<file path="src/rtl/codec_regs_pkg.sv">
package codec_regs_pkg;
  localparam int DIR_CNT = 16;
  localparam int DIR_W   = 32;
  localparam int IND_CNT = 32;
  localparam int IND_W   = 8;
  localparam int ADDR_W  = 6;

  localparam int WIN_SLOT  = 1;
  localparam int LOCK_SLOT = 2;
  localparam int CTRL_SLOT = 4;

  localparam int IND_WO   = 3;
  localparam int IND_RO   = 11;
  localparam int IND_VER  = 12;
  localparam int IND_ID   = 25;

  localparam logic [7:0]  VER_CODE  = 8'h8A;
  localparam logic [7:0]  ID_CODE   = 8'hA0;
  localparam logic [7:0]  VER_KEEP  = 8'h40;
  localparam logic [31:0] CTRL_MASK = 32'h0000_007F;
endpackage

</file>
<file path="src/rtl/codec_direct_bank.sv">
module codec_direct_bank
  import codec_regs_pkg::*;
#(
  parameter int N  = DIR_CNT,
  parameter int W  = DIR_W,
  localparam int SW = $clog2(N)
) (
  input  logic              clk,
  input  logic              rst,
  input  logic              clr,
  input  logic              we,
  input  logic [SW-1:0]     sel,
  input  logic [W-1:0]      wdata,
  output logic [N-1:0][W-1:0] q
);
  for (genvar i = 0; i < N; i++) begin : g_word
    if (i == WIN_SLOT || i == LOCK_SLOT) begin : g_none
      assign q[i] = '0;
    end else if (i == CTRL_SLOT) begin : g_ctrl
      logic [W-1:0] r;
      always_ff @(posedge clk) begin
        if (rst)                         r <= '0;
        else if (we && sel == SW'(i))    r <= wdata & W'(CTRL_MASK);
        else if (clr)                    r <= '0;
      end
      assign q[i] = r;
    end else begin : g_plain
      logic [W-1:0] r;
      always_ff @(posedge clk) begin
        if (rst || clr)                  r <= '0;
        else if (we && sel == SW'(i))    r <= wdata;
      end
      assign q[i] = r;
    end
  end
endmodule

</file>
<file path="src/rtl/codec_indirect_bank.sv">
module codec_indirect_bank
  import codec_regs_pkg::*;
#(
  parameter int N  = IND_CNT,
  parameter int W  = IND_W,
  localparam int XW = $clog2(N)
) (
  input  logic              clk,
  input  logic              rst,
  input  logic              clr,
  input  logic              we,
  input  logic [XW-1:0]     idx,
  input  logic [W-1:0]      wdata,
  output logic [N-1:0][W-1:0] q
);
  for (genvar i = 0; i < N; i++) begin : g_slot
    localparam logic [W-1:0] RV = (i == IND_VER) ? W'(VER_CODE) :
                                  (i == IND_ID)  ? W'(ID_CODE)  : '0;
    logic [W-1:0] r;
    if (i == IND_RO || i == IND_ID) begin : g_ro
      always_ff @(posedge clk) begin
        if (rst || clr) r <= RV;
      end
    end else if (i == IND_VER) begin : g_ver
      always_ff @(posedge clk) begin
        if (rst || clr)                  r <= RV;
        else if (we && idx == XW'(i))    r <= (wdata & W'(VER_KEEP)) | W'(VER_CODE);
      end
    end else begin : g_rw
      always_ff @(posedge clk) begin
        if (rst || clr)                  r <= RV;
        else if (we && idx == XW'(i))    r <= wdata;
      end
    end
    assign q[i] = r;
  end
endmodule

</file>
<file path="src/rtl/codec_ctrl_regs.sv">
module codec_ctrl_regs
  import codec_regs_pkg::*;
#(
  parameter int AW  = ADDR_W,
  parameter int DN  = DIR_CNT,
  parameter int DW  = DIR_W,
  parameter int IN  = IND_CNT,
  parameter int IW  = IND_W,
  localparam int SW = $clog2(DN),
  localparam int XW = $clog2(IN)
) (
  input  logic          clk,
  input  logic          rst,
  input  logic          rd_en,
  input  logic          wr_en,
  input  logic [AW-1:0] addr,
  input  logic [DW-1:0] wdata,
  output logic [DW-1:0] rdata
);
  logic [SW-1:0]          word;
  logic [DN-1:0][DW-1:0]  dir_q;
  logic [IN-1:0][IW-1:0]  ind_q;
  logic [XW-1:0]          ind_idx;
  logic                   soft_clr;
  logic                   win_hit;
  logic [DW-1:0]          rd_val;

  assign word     = addr[SW+1:2];
  assign ind_idx  = dir_q[0][XW-1:0];
  assign win_hit  = (word == SW'(WIN_SLOT));
  assign soft_clr = wr_en && (word == SW'(CTRL_SLOT)) && wdata[0];

  codec_direct_bank #(.N(DN), .W(DW)) u_dir (
    .clk(clk), .rst(rst), .clr(soft_clr), .we(wr_en),
    .sel(word), .wdata(wdata), .q(dir_q)
  );

  codec_indirect_bank #(.N(IN), .W(IW)) u_ind (
    .clk(clk), .rst(rst), .clr(soft_clr), .we(wr_en && win_hit),
    .idx(ind_idx), .wdata(wdata[IW-1:0]), .q(ind_q)
  );

  always_comb begin
    if (!win_hit)                     rd_val = dir_q[word];
    else if (ind_idx == XW'(IND_WO))  rd_val = '0;
    else                              rd_val = {{(DW-IW){1'b0}}, ind_q[ind_idx]};
  end

  always_ff @(posedge clk) begin
    if (rst)        rdata <= '0;
    else if (rd_en) rdata <= rd_val;
  end
endmodule

</file>
<file path="config.mk">
export PLATFORM = sky130hd
export DESIGN_NAME = codec_ctrl_regs
export DESIGN_NICKNAME = d
export VERILOG_FILES = /design/src/rtl/codec_regs_pkg.sv /design/src/rtl/codec_direct_bank.sv /design/src/rtl/codec_indirect_bank.sv /design/src/rtl/codec_ctrl_regs.sv
export SDC_FILE = /design/constraint.sdc
export NUM_CORES = 2
export LEC_CHECK = 0
export BUFFER_PORTS_ARGS = -buffer_cell sky130_fd_sc_hd__buf_2
export CORE_ASPECT_RATIO = 0.9
export CORE_MARGIN = 2
export CORE_UTILIZATION = 56
export DETAILED_ROUTE_END_ITERATION = 16
export GPL_ROUTABILITY_DRIVEN = 0
export PLACE_DENSITY = 0.7
export SYNTH_ARGS = -nofsm -noshare
export SYNTH_HDL_FRONTEND = slang
export SYNTH_HIERARCHICAL = 1
export SYNTH_SLANG_ARGS = --single-unit
</file>
<file path="constraint.sdc">
create_clock -name clk -period 4.75 [get_ports clk]
set_input_delay 0.475 -clock clk [delete_from_list [all_inputs] [get_ports clk]]
set_output_delay 0.475 -clock clk [all_outputs]
set_load 0.005 [all_outputs]
</file>
==> key figures <==
Clock tree
  – Setup Buffers After CTS: 0
  – Clk slew on worst S/H paths: 60 ps
  – Max Root-Sink Buffers: 3
  – TritonCTS clock tree: yes
  – Clock latency at the later pin of the worst-skew pair: approximately 600 ps
  – CTS Buf Count: a little over 70
  – Clk sinks: slightly below 700
  – Hold_buf cts: 0
  – Clock Tree Root: clkbuf_16
  – Post-CTS sizing: 0
  – Htree depth: 3

Floorplanning
  – Initial Util: 0.569
  – Cell Rows: 82
  – DIE AREA: 0.0587 mm2
  – Horiz. Die Dim: ~260 um
  – Core area: between 0.05 and 0.06 mm2
  – I/O Pins: 74
  – Die height: roughly 230 um

Route
  – DRT Wirelength: about 80000 um
  – Avg Vias per Cell: between 5 and 6
  – Antenna-violating nets left: 0
  – Initial drt markers: around 1900
  – TritonRoute pass-1 iters: 5
  – Number of remaining DRC errors: 0
  – Vias: around 22000
  – Drt wl/cell: 21.4 um

Place
  – Dpl ws: approximately 1200 ps
  – DPL Wire Length: 48700 um
  – I/O Buffers: 71

Cells and area
  – Layout cell share with drive strength beyond 1: 0.153
  – Area Overhead vs Synth: 7.28%
  – Fin nets: roughly 3000
  – Filler cells: ~4400
  – Diode count: 0

Timing
  – Achievable Freq: roughly 0.34 GHz
  – Max-slew violation count: 0
  – Post-route setup slack: 1800 ps
  – RSZ-0062 raised after global routing: no
  – Post-Route Setup TNS: 0 ps
  – Max_slew headroom: 0.268
  – Tmin final: about 2900 ps
  – Tcrit/Tclk final: 0.621
  – Final hold violation count: 0
  – Slew of the pin with the lowest slew margin: ~1100 ps
  – Skew final: between 20 and 25 ps
  – Setup Viol. Count Final: 0

Pwr
  – Total power density per cell area: roughly 360 mW/mm2
  – Peak supply drop: roughly 310 uV
  – Leak: ~16 nW

Worst setup path
  – R2r endpoint: rdata[0]
  – CP max stage delay: 790 ps
  – CP most frequent cell: buf_4
  – Critical path buffer and inverter count: 3
  – Critical path launch point: addr[3]
  – CP max stage cell: nor2_4
  – WP data arrival: 3460 ps
  – Critical path type: primary input to flip-flop
  – Levels on crit path: 7
  – FF-to-FF path depth: 5
  – RR Startpoint: u_dir/g_word[0].g_plain.r[1]
  – Worst-path maximum fanout: between 60 and 70
  – Top delay family on crit path: simple AND/OR/NAND/NOR gates
  – Critical Path Sink Type: flip-flop
  – Critical Path RT: around 5300 ps
  – Crit path to: u_dir/g_word[3].g_plain.r[4]
  – Startpoint Class: primary input
  – R2R Setup Slk: 2030 ps
  – Crit path cell chain: buf_6 > nor4_2 > buf_4 > nor2_4 > buf_4 > nand2_1 > mux2i_1

Global routing
  – Grt ovf: 0
  – Number of global-route vias before repair: 22400
  – Antenna violations before repair: 3
  – Pin count of the biggest net entering global routing: roughly 180
  – Total GRT Usage: 0.276
  – First-pass GRT wire length: roughly 130000 um

Yosys
  – Syn. warnings: 6
  – Synthesized area per cell: between 10 and 15 um2
  – Cells after synthesis: between 3000 and 4000
  – Syn Std Cell Area: about 0.032 mm2

Run
  – Total of max-cap violations: 0

Status
  – Outcome: complete, no violations

Hold path
  – HP Class: primary input to flip-flop
-- per-stage QoR --
| stage | utilization | area [um2] | total power [W] | hold WS [ps] | instances |
|---|---|---|---|---|---|
| 3_5_place_dp | 0.568 | 31800 | 0.00666 | 448 | 3657 |
| 3_3_place_gp | 0.568 | 31800 | 0.00664 | 438 | 3657 |
| 2_1_floorplan | - | 32200 | 0.00655 | 431 | 3148 |
| 6_report | 0.610 | 34100 | 0.0122 | 157 | 3781 |
| 4_1_cts | 0.610 | 34100 | 0.0123 | 129 | 3781 |
| 5_1_grt | 0.610 | 34100 | 0.0126 | 146 | 3781 |
-- per-layer routing --
metal / GRT usage / part of all wire / vias up
li1: - / - / 10300
met1: 0.389 / 0.44 / 11200
met2: 0.431 / 0.46 / 723
met3: 0.0565 / 0.074 / 119
met4: 0.0749 / 0.021 / 2
met5: 0 / 0.00016 / -
-- registers in the layout (all words and copies together) (netlist names) --
| register | count |
|---|---|
| u_dir/g_word.g_ctrl.r | 7 |
| u_ind/g_slot.r | 233 |
| rdata | 32 |
| u_dir/g_word.g_plain.r | 416 |
-- area by class of cell --
type                            count  area, um2  area share
Multi-Input combinational cell   2082      16200       0.474
Sequential cell                   688      13800       0.404
Clock buffer                      112       2190      0.0643
Tap cell                          756        946      0.0277
Timing Repair Buffer              125        841      0.0246
Clock inverter                     12        165     0.00484
Inverter                            6       22.5    0.000660
-- tightest hold or removal path: stages --
cell and delay, ps:
buf_2 120, nand3_1 60, a21oi_1 50
-- how the worst min path moves through the flow --
stage	start	to	slack [ps]	cells past startpoint
finish	wdata[4]	u_dir/g_word[4].g_ctrl.r[4]	160	3
global route	wdata[4]	u_dir/g_word[4].g_ctrl.r[4]	150	3
CTS	wdata[4]	u_dir/g_word[4].g_ctrl.r[4]	130	3
detailed placement	u_dir/g_word[6].g_plain.r[23]	u_dir/g_word[6].g_plain.r[23]	450	2
global placement	u_dir/g_word[3].g_plain.r[13]	u_dir/g_word[3].g_plain.r[13]	440	2
floorplan	u_dir/g_word[3].g_plain.r[4]	u_dir/g_word[3].g_plain.r[4]	430	2
-- power by group --
part	internal (W)	total (W)	switching, W	leakage (nW)
logic	0.000231	0.000689	0.000458	9.57
clock network	0.00334	0.00565	0.00231	1.15
registers	0.00582	0.00586	0.0000344	5.55
total	0.00939	0.0122	0.00281	16.3
-- cells in the final DEF, fill, tap and decap left out, types with 4 or more instances in the layout --
| cell type | instances |
|---|---|
| nand3_1 | 12 |
| nand4_1 | 5 |
| nor2_4 | 4 |
| buf_2 | 68 |
| mux2_2 | 28 |
| nor2b_1 | 15 |
| dfxtp_1 | 685 |
| a22oi_1 | 4 |
| o21ai_0 | 31 |
| nor3_1 | 6 |
| nor2_1 | 34 |
| o211ai_1 | 6 |
| conb_1 | 105 |
| o221ai_1 | 24 |
| o22ai_1 | 33 |
| clkbuf_16 | 74 |
| mux2i_1 | 721 |
| o21ai_1 | 24 |
| mux4_2 | 140 |
| inv_2 | 4 |
| nand2_1 | 713 |
| clkbuf_8 | 21 |
| mux2_1 | 7 |
| a31oi_1 | 7 |
| nand2_2 | 38 |
| a211oi_1 | 5 |
| buf_4 | 50 |
| clkbuf_1 | 18 |
| nand2b_1 | 7 |
| a221o_1 | 4 |
| a21oi_1 | 50 |
| buf_12 | 5 |
No activity file was read; power rests on OpenSTA's default activity.
